`config.mk`:
```
export PLATFORM = sky130hd
export DESIGN_NAME = sound_gen_quad
export DESIGN_NICKNAME = d
export VERILOG_FILES = /design/src/rtl/sg_pkg.sv /design/src/rtl/sg_lfsr.sv /design/src/rtl/sg_timebase.sv /design/src/rtl/sg_pair_div.sv /design/src/rtl/sg_voice.sv /design/src/rtl/sound_gen_quad.sv
export SDC_FILE = /design/constraint.sdc
export NUM_CORES = 1
export LEC_CHECK = 0
export BUFFER_PORTS_ARGS = -buffer_cell sky130_fd_sc_hd__buf_2
export CAP_MARGIN = 20
export CORE_ASPECT_RATIO = 0.9
export CORE_UTILIZATION = 55
export DETAILED_ROUTE_END_ITERATION = 16
export GPL_TIMING_DRIVEN = 1
export PLACE_DENSITY = 0.8
export REMOVE_ABC_BUFFERS = 1
export SETUP_SLACK_MARGIN = 0.2
export SLEW_MARGIN = 10
export SYNTH_ARGS = -nofsm -noshare
export SYNTH_HDL_FRONTEND = slang
export SYNTH_HIERARCHICAL = 1
export SYNTH_SLANG_ARGS = --single-unit
```
`constraint.sdc`:
```
create_clock -name clk -period 4.32 [get_ports clk]
set_input_delay 0.432 -clock clk [delete_from_list [all_inputs] [get_ports clk]]
set_output_delay 0.432 -clock clk [all_outputs]
set_load 0.02 [all_outputs]
```
`src/rtl/sg_pkg.sv`:
```
package sg_pkg;
  localparam int NCH   = 4;
  localparam int DIVW  = 8;
  localparam int VOLW  = 4;
  localparam int ADDRW = 4;
  localparam int CHW   = $clog2(NCH);

  localparam logic [ADDRW-1:0] GLOB_ADDR = ADDRW'(2 * NCH);

  // global register bit positions (behaviour depends on them)
  localparam int G_JOIN_BASE = 0;  // bit 0 joins voices 1+2, bit 1 joins 3+4
  localparam int G_FAST13    = 2;
  localparam int G_HIPASS    = 4;
  localparam int G_FAST24    = 5;
  localparam int G_POLY17    = 7;

  typedef struct packed {
    logic [2:0]      wave;
    logic [VOLW-1:0] vol;
  } voice_ctl_t;

  // next state of a voice flip-flop on an underflow
  function automatic logic voice_next(input logic cur, input logic [2:0] wave,
                                      input logic n4, input logic n5, input logic nlong);
    logic r;
    if (wave[2]) begin
      r = wave[0] ? (n5 ? nlong : cur) : nlong;
    end else begin
      case (wave[1:0])
        2'b00:   r = ~cur;
        2'b01:   r = n5 ? ~cur : cur;
        2'b10:   r = n4 ? ~cur : cur;
        default: r = (n5 & n4) ? ~cur : cur;
      endcase
    end
    return r;
  endfunction
endpackage

```
`src/rtl/sg_lfsr.sv`:
```
module sg_lfsr #(
  parameter int LEN = 5,
  parameter int TAP = 2
) (
  input  logic clk,
  input  logic rst_n,
  input  logic adv,
  output logic bit_o
);
  logic [LEN-1:0] sr;

  always_ff @(posedge clk or negedge rst_n) begin
    if (!rst_n)   sr <= '1;
    else if (adv) sr <= {sr[0] ^ sr[TAP], sr[LEN-1:1]};
  end

  assign bit_o = sr[0];

  p_lfsr_live_r8: assert property (@(posedge clk) disable iff (!rst_n)
    adv |=> sr[LEN-2:0] == $past(sr[LEN-1:1]));
endmodule

```
`src/rtl/sg_timebase.sv`:
```
module sg_timebase #(
  parameter int PRESCALE = 28
) (
  input  logic clk,
  input  logic rst_n,
  input  logic tick_fast,
  output logic slow_tick,
  output logic n4,
  output logic n5,
  output logic n9,
  output logic n17
);
  localparam int PW = (PRESCALE > 1) ? $clog2(PRESCALE) : 1;
  localparam logic [PW-1:0] PLAST = PW'(PRESCALE - 1);

  logic [PW-1:0] pre_q;

  always_ff @(posedge clk or negedge rst_n) begin
    if (!rst_n) pre_q <= '0;
    else if (tick_fast) pre_q <= (pre_q == PLAST) ? '0 : pre_q + 1'b1;
  end

  assign slow_tick = tick_fast && (pre_q == PLAST);

  sg_lfsr #(.LEN(4),  .TAP(1)) u_p4  (.clk(clk), .rst_n(rst_n), .adv(tick_fast), .bit_o(n4));
  sg_lfsr #(.LEN(5),  .TAP(2)) u_p5  (.clk(clk), .rst_n(rst_n), .adv(tick_fast), .bit_o(n5));
  sg_lfsr #(.LEN(9),  .TAP(4)) u_p9  (.clk(clk), .rst_n(rst_n), .adv(tick_fast), .bit_o(n9));
  sg_lfsr #(.LEN(17), .TAP(3)) u_p17 (.clk(clk), .rst_n(rst_n), .adv(tick_fast), .bit_o(n17));

  p_pre_range_r5: assert property (@(posedge clk) disable iff (!rst_n)
    pre_q <= PLAST);

  if (PRESCALE > 1) begin : g_gap
    p_slow_gap_r5: assert property (@(posedge clk) disable iff (!rst_n)
      slow_tick |=> !slow_tick);
  end
endmodule

```
`src/rtl/sg_pair_div.sv`:
```
module sg_pair_div #(
  parameter int DIVW = 8
) (
  input  logic            clk,
  input  logic            rst_n,
  input  logic            join_en,
  input  logic            tick_lo,
  input  logic            tick_hi,
  input  logic [DIVW-1:0] div_lo,
  input  logic [DIVW-1:0] div_hi,
  output logic            uf_lo,
  output logic            uf_hi
);
  localparam int WW = 2 * DIVW;

  logic [DIVW-1:0] cnt_lo, cnt_hi;
  logic [WW-1:0]   wide;

  assign wide  = {cnt_hi, cnt_lo};
  assign uf_lo = tick_lo && (join_en ? (wide == '0) : (cnt_lo == '0));
  assign uf_hi = !join_en && tick_hi && (cnt_hi == '0);

  always_ff @(posedge clk or negedge rst_n) begin
    if (!rst_n) begin
      cnt_lo <= '0;
      cnt_hi <= '0;
    end else if (join_en) begin
      if (tick_lo) {cnt_hi, cnt_lo} <= uf_lo ? {div_hi, div_lo} : wide - 1'b1;
    end else begin
      if (tick_lo) cnt_lo <= uf_lo ? div_lo : cnt_lo - 1'b1;
      if (tick_hi) cnt_hi <= uf_hi ? div_hi : cnt_hi - 1'b1;
    end
  end

  p_cnt_hold_r3: assert property (@(posedge clk) disable iff (!rst_n)
    (!tick_lo && !tick_hi) |=> ($stable(cnt_lo) && $stable(cnt_hi)));

  p_count_down_r3: assert property (@(posedge clk) disable iff (!rst_n)
    (!join_en && tick_lo && !uf_lo) |=> cnt_lo == DIVW'($past(cnt_lo) - 1'b1));

  p_join_reload_r6: assert property (@(posedge clk) disable iff (!rst_n)
    (join_en && uf_lo) |=> wide == $past({div_hi, div_lo}));
endmodule

```
`src/rtl/sg_voice.sv`:
```
module sg_voice
  import sg_pkg::*;
(
  input  logic       clk,
  input  logic       rst_n,
  input  logic       uf,
  input  logic [2:0] wave,
  input  logic       n4,
  input  logic       n5,
  input  logic       nlong,
  output logic       out_bit
);
  always_ff @(posedge clk or negedge rst_n) begin
    if (!rst_n)  out_bit <= 1'b0;
    else if (uf) out_bit <= voice_next(out_bit, wave, n4, n5, nlong);
  end

  p_tone_toggle_r3: assert property (@(posedge clk) disable iff (!rst_n)
    (uf && wave == 3'b000) |=> out_bit != $past(out_bit));

  p_idle_hold_r3: assert property (@(posedge clk) disable iff (!rst_n)
    !uf |=> $stable(out_bit));

  p_poly4_gate_r8: assert property (@(posedge clk) disable iff (!rst_n)
    (uf && wave == 3'b010 && !n4) |=> $stable(out_bit));
endmodule

```
`src/rtl/sound_gen_quad.sv`:
```
module sound_gen_quad
  import sg_pkg::*;
#(
  parameter int PRESCALE = 28
) (
  input  logic              clk,
  input  logic              rst_n,
  input  logic              tick_fast,
  input  logic              wr_en,
  input  logic [ADDRW-1:0]  wr_addr,
  input  logic [7:0]        wr_data,
  output logic [NCH*VOLW-1:0] level_o
);
  logic [DIVW-1:0] freq_q [NCH];
  voice_ctl_t      ctl_q  [NCH];
  logic [7:0]      glob_q;
  logic            hp_q;

  logic            slow_tick, n4, n5, n9, n17, nlong;
  logic [NCH-1:0]  base_tick, uf, vbit;
  logic            wr_voice;
  logic [CHW-1:0]  wr_idx;

  assign wr_voice = wr_en && (wr_addr < GLOB_ADDR);
  assign wr_idx   = wr_addr[CHW:1];

  // register file
  always_ff @(posedge clk or negedge rst_n) begin
    if (!rst_n) begin
      for (int i = 0; i < NCH; i++) begin
        freq_q[i] <= '0;
        ctl_q[i]  <= '0;
      end
      glob_q <= '0;
    end else begin
      if (wr_voice) begin
        if (wr_addr[0]) ctl_q[wr_idx]  <= voice_ctl_t'(wr_data[6:0]);
        else            freq_q[wr_idx] <= wr_data;
      end
      if (wr_en && wr_addr == GLOB_ADDR) glob_q <= wr_data;
    end
  end

  sg_timebase #(.PRESCALE(PRESCALE)) u_tb (
    .clk(clk), .rst_n(rst_n), .tick_fast(tick_fast), .slow_tick(slow_tick),
    .n4(n4), .n5(n5), .n9(n9), .n17(n17)
  );

  assign nlong = glob_q[G_POLY17] ? n17 : n9;

  for (genvar c = 0; c < NCH; c++) begin : g_base
    localparam int SELB = (c % 2 == 0) ? G_FAST13 : G_FAST24;
    assign base_tick[c] = glob_q[SELB] ? tick_fast : slow_tick;
  end

  for (genvar p = 0; p < NCH / 2; p++) begin : g_pair
    sg_pair_div #(.DIVW(DIVW)) u_div (
      .clk(clk), .rst_n(rst_n), .join_en(glob_q[G_JOIN_BASE + p]),
      .tick_lo(base_tick[2*p]), .tick_hi(base_tick[2*p+1]),
      .div_lo(freq_q[2*p]), .div_hi(freq_q[2*p+1]),
      .uf_lo(uf[2*p]), .uf_hi(uf[2*p+1])
    );
  end

  for (genvar c = 0; c < NCH; c++) begin : g_voice
    sg_voice u_voice (
      .clk(clk), .rst_n(rst_n), .uf(uf[c]), .wave(ctl_q[c].wave),
      .n4(n4), .n5(n5), .nlong(nlong), .out_bit(vbit[c])
    );
  end

  // high-pass stage on voice 1, clocked by voice 2
  always_ff @(posedge clk or negedge rst_n) begin
    if (!rst_n)     hp_q <= 1'b0;
    else if (uf[1]) hp_q <= vbit[0];
  end

  for (genvar c = 0; c < NCH; c++) begin : g_level
    logic eff, mute;
    if (c == 0) begin : g_hp
      assign eff = glob_q[G_HIPASS] ? (vbit[0] ^ hp_q) : vbit[0];
    end else begin : g_plain
      assign eff = vbit[c];
    end
    if (c % 2 == 1) begin : g_hi
      assign mute = glob_q[G_JOIN_BASE + c/2];
    end else begin : g_lo
      assign mute = 1'b0;
    end
    assign level_o[c*VOLW +: VOLW] = (eff && !mute) ? ctl_q[c].vol : '0;

    p_level_vol_r4: assert property (@(posedge clk) disable iff (!rst_n)
      (level_o[c*VOLW +: VOLW] == '0) || (level_o[c*VOLW +: VOLW] == ctl_q[c].vol));
  end

  p_glob_write_r2: assert property (@(posedge clk) disable iff (!rst_n)
    (wr_en && wr_addr == GLOB_ADDR) |=> glob_q == $past(wr_data));

  p_high_ignored_r2: assert property (@(posedge clk) disable iff (!rst_n)
    (!wr_en || wr_addr > GLOB_ADDR) |=> $stable(glob_q));

  p_hp_sample_r10: assert property (@(posedge clk) disable iff (!rst_n)
    uf[1] |=> hp_q == $past(vbit[0]));

  p_pair_quiet_r7: assert property (@(posedge clk) disable iff (!rst_n)
    glob_q[G_JOIN_BASE + 1] |-> !uf[3]);
endmodule

```
==> flow_metrics.env <==
export IMPL_status="finished, final reports clean"
export IMPL_clock_sinks=143
export IMPL_path_cells="ha_1 -> nand3_2 -> nor3b_4 -> mux2_2 -> and4bb_2 -> nand2_1 -> or2_1 -> inv_2 -> nand2_1 -> mux2_1 -> o221a_1"
export IMPL_grt_pass1_vias=5614
export IMPL_r2r_cells=11
export IMPL_die_area_sq_mm=0.0146
export IMPL_clock_insertion_delay_worst_skew_ps=430
export IMPL_syn_area_sq_mm=0.00779
export IMPL_synth_top_area_share_pct=34.7
export IMPL_n_antenna_cell=0
export IMPL_initial_core_util_pct=57.5
export IMPL_cts_buffers=17
export IMPL_async_reset_ff_share_pct=100
export IMPL_grt_setup_unrepaired="false"
export IMPL_drt_wl_total_microns=17900
export IMPL_overflow=0
export IMPL_syn2layout_area_growth_pct=12.1
export IMPL_wl_per_cell_microns=20.0
export IMPL_rows=40
export IMPL_maxCapViolCount=0
export IMPL_drive_gt1_share_pct=34.5
export IMPL_worst_path_max_fanout=15
export IMPL_ant_nets=0
export IMPL_via_count=5575
export IMPL_die_w_microns=127
export IMPL_p_leak_nw=3.79
export IMPL_synth_avg_cell_area_sq_um=11.8
export IMPL_finalSetupTns_ps=0
export IMPL_cts_tree="done"
export IMPL_hpwl_microns=11500
export IMPL_slew_headroom_pct=39.0
export IMPL_critPathSlowestCell="or2_1"
export IMPL_cts_repair_resized=0
export IMPL_whs_ps=362
export IMPL_ir_drop_uv=498
export IMPL_finClkSkew_ps=14.9
export IMPL_powerDensity_mw_per_mm2=624
export IMPL_worstPathRequired_ps=4640
export IMPL_grt_pass1_wl_microns=28900
export IMPL_startpoint_type="register"
export IMPL_gp_congestion=0.896
export IMPL_max_clock_freq_mhz=305
export IMPL_period_needed_ps=3280
export IMPL_yosys_most_used_dff="dfrtp_1"
export IMPL_cts_hold_fix_buffers=0
export IMPL_syn_instance_count=663
export IMPL_synth_cell_type_count=86
export IMPL_setup_worst_path_class="reg2reg"
export IMPL_worstPathArrival_ps=3600
export IMPL_first_pass_iters=5
export IMPL_hp_class="in2reg"
export IMPL_postPlaceCellArea_sq_mm=0.00805
export IMPL_cts_buffer_depth=2
export IMPL_core_area_sq_mm=0.0136
export IMPL_final_nets=727
export IMPL_hold_viol=0
export IMPL_finalSetupViolCount=0
export IMPL_synth_seq_area_share_pct=46.5
export IMPL_min_path_cells=3
export IMPL_ys_warnings_count=6
export IMPL_slew_violations=0
export IMPL_cts_setup_buffers=0
export IMPL_fill_cells=980
export IMPL_die_y_microns=115
export IMPL_grt_antenna_before_repair=0
export IMPL_grt_usage_pct=25.9
export IMPL_power_mw=5.45
export IMPL_synth_top_cells_by_area="dfrtp_1, mux2_2, dfstp_2"
export IMPL_endpoint_kind="register"
export IMPL_viasPerCell=6.22
export IMPL_grt_max_degree=116
export IMPL_final_area_sq_mm=0.00874
export IMPL_yosysTopAreaCell="dfrtp_1"
export IMPL_clockRootBuffer="clkbuf_16"
export IMPL_pin_count=32
export IMPL_drc=0
export IMPL_htreeDepth=4
export IMPL_first_iter_violations=400
export IMPL_portBuffers=31
export IMPL_final_core_util_pct=64.4
export IMPL_synth_edf_count=0
export IMPL_critPathMaxStageDelay_ps=420
export IMPL_path_clk_slew_ps=60
export IMPL_post_route_period_util_pct=76.0
export IMPL_ys_seq_elements=143
export IMPL_worst_slew_pin_slew_ps=907
export IMPL_crit_top_cell="nand2_1"
## registers in the layout, summed over array words and instances, names as in the netlist, 4 cells and up
name	cells
freq_q	32
glob_q	6
u_tb/u_p5/sr	5
u_tb/u_p4/sr	4
u_tb/u_p17/sr	17
ctl_q	28
g_pair.u_div/cnt_lo	16
u_tb/pre_q	5
g_pair.u_div/cnt_hi	16
g_voice.u_voice/out_bit	4
u_tb/u_p9/sr	9
## worst paths after layout
path,start,end,slack (ps)
max,u_tb/pre_q[0]$_DFFE_PN0P_,g_voice[0].u_voice/out_bit$_DFFE_PN0P_,1040
min,tick_fast,u_tb/pre_q[4]$_DFFE_PN0P_,360
max reg2reg,u_tb/pre_q[0]$_DFFE_PN0P_,g_voice[0].u_voice/out_bit$_DFFE_PN0P_,1040
min reg2reg,freq_q[9]$_DFFE_PN0P_,g_pair[1].u_div/cnt_lo[1]$_DFFE_PN0P_,470
max in group asynchronous,rst_n,u_tb/u_p5/sr[0]$_DFFE_PN1P_,3170
min in group asynchronous,rst_n,freq_q[25]$_DFFE_PN0P_,430
## per-layer routing
layer | up-vias | wire (microns) | GRT usage [%] | share of wire (%)
met1 | 2851 | 7850 | 33.6 | 44
met2 | 174 | 8610 | 41.2 | 48
li1 | 2500 | - | - | -
met3 | 50 | 907 | 5.68 | 5.1
met4 | 0 | 580 | 13.7 | 3.2
met5 | - | 0 | 0 | 0
## worst max-delay path: cells and delay by family, from the launching register on
| family | cells | cell delay [ps] |
|---|---|---|
| muxes | 2 | 680 |
| AOI/OAI and AO/OA | 1 | 230 |
| and+or+nand+nor | 6 | 1340 |
| adders and majority gates | 1 | 200 |
| DFF | 1 | 380 |
| buffers and inverters | 1 | 320 |
## placed cells by master (no fill, tap or decap), drive strengths merged, types with 3 or more instances in the layout
cell    instances
nor3b           6
nand4b          5
dfstp          35
a221o           8
mux2          109
nand4           8
xor2            4
nor2           41
o211ai          8
a22oi           5
nor4            8
inv            36
mux2i          14
xnor2          16
or4             4
and3            3
nand3b          5
or4b            4
o21a            4
a21oi          11
nand2b         10
ha             17
buf            35
o221a           6
a31oi           7
clkinv          3
nand2          41
o31ai           3
nand3          12
and2           14
or3             3
o221ai          6
a221oi          4
clkbuf         23
nor2b           7
dfrtp         108
a211oi          9
o21ai          22
nor3           11
## per-stage QoR
stage          worst slack, ps  cells
2_1_floorplan             1490    639
3_3_place_gp              1060    862
3_5_place_dp               968    862
4_1_cts                   1070    894
5_1_grt                    828    896
6_report                  1040    896
## power by group
group          total [mW]  switching [mW]  internal (mW)
clock network        1.60           0.619          0.981
registers            2.42           0.501           1.91
logic                1.43           0.667          0.768
total                5.45            1.79           3.66
## cells in the mapped netlist (5+ instances only)
cell type / count
nand2_1: 39
mux2i_1: 14
o221ai_1: 6
o221a_1: 5
dfrtp_1: 108
nand3_1: 11
mux2_2: 88
and2_1: 13
dfstp_2: 35
nor3_1: 10
nand4_1: 8
nor2b_1: 7
a211oi_1: 5
clkbuf_1: 7
mux2_4: 16
ha_1: 17
buf_2: 6
a221o_1: 8
buf_6: 6
inv_1: 30
a31oi_1: 7
a21oi_1: 10
nor4_1: 6
nor2_1: 40
xnor2_1: 16
mux2_1: 5
nand2b_1: 10
a22oi_1: 5
o21ai_0: 21
o211ai_1: 8
nand4b_1: 5
## area by class of cell
type | instances | area, sq um | share of cell area (%)
Multi-Input combinational cell | 465 | 3890 | 44.5
Sequential cell | 143 | 3620 | 41.5
Clock buffer | 23 | 554 | 6.34
Tap cell | 189 | 236 | 2.71
Timing Repair Buffer | 36 | 221 | 2.53
Inverter | 31 | 116 | 1.33
Clock inverter | 9 | 101 | 1.16
## kinds of logic (layout without fill, tap and decap cells)
family / count (synthesis) / in the layout / synth area share (%)
buffers and inverters: 55 / 99 / 3.64
flip-flops: 143 / 143 / 46.5
AO/OA/AOI/OAI: 114 / 114 / 11.6
adder cells (fa/ha/maj): 17 / 17 / 2.73
multiplexers: 123 / 123 / 18.3
AND/OR/NAND/NOR: 191 / 191 / 15.0
XOR/XNOR: 20 / 20 / 2.25
No activity file was read; power rests on OpenSTA's default activity.
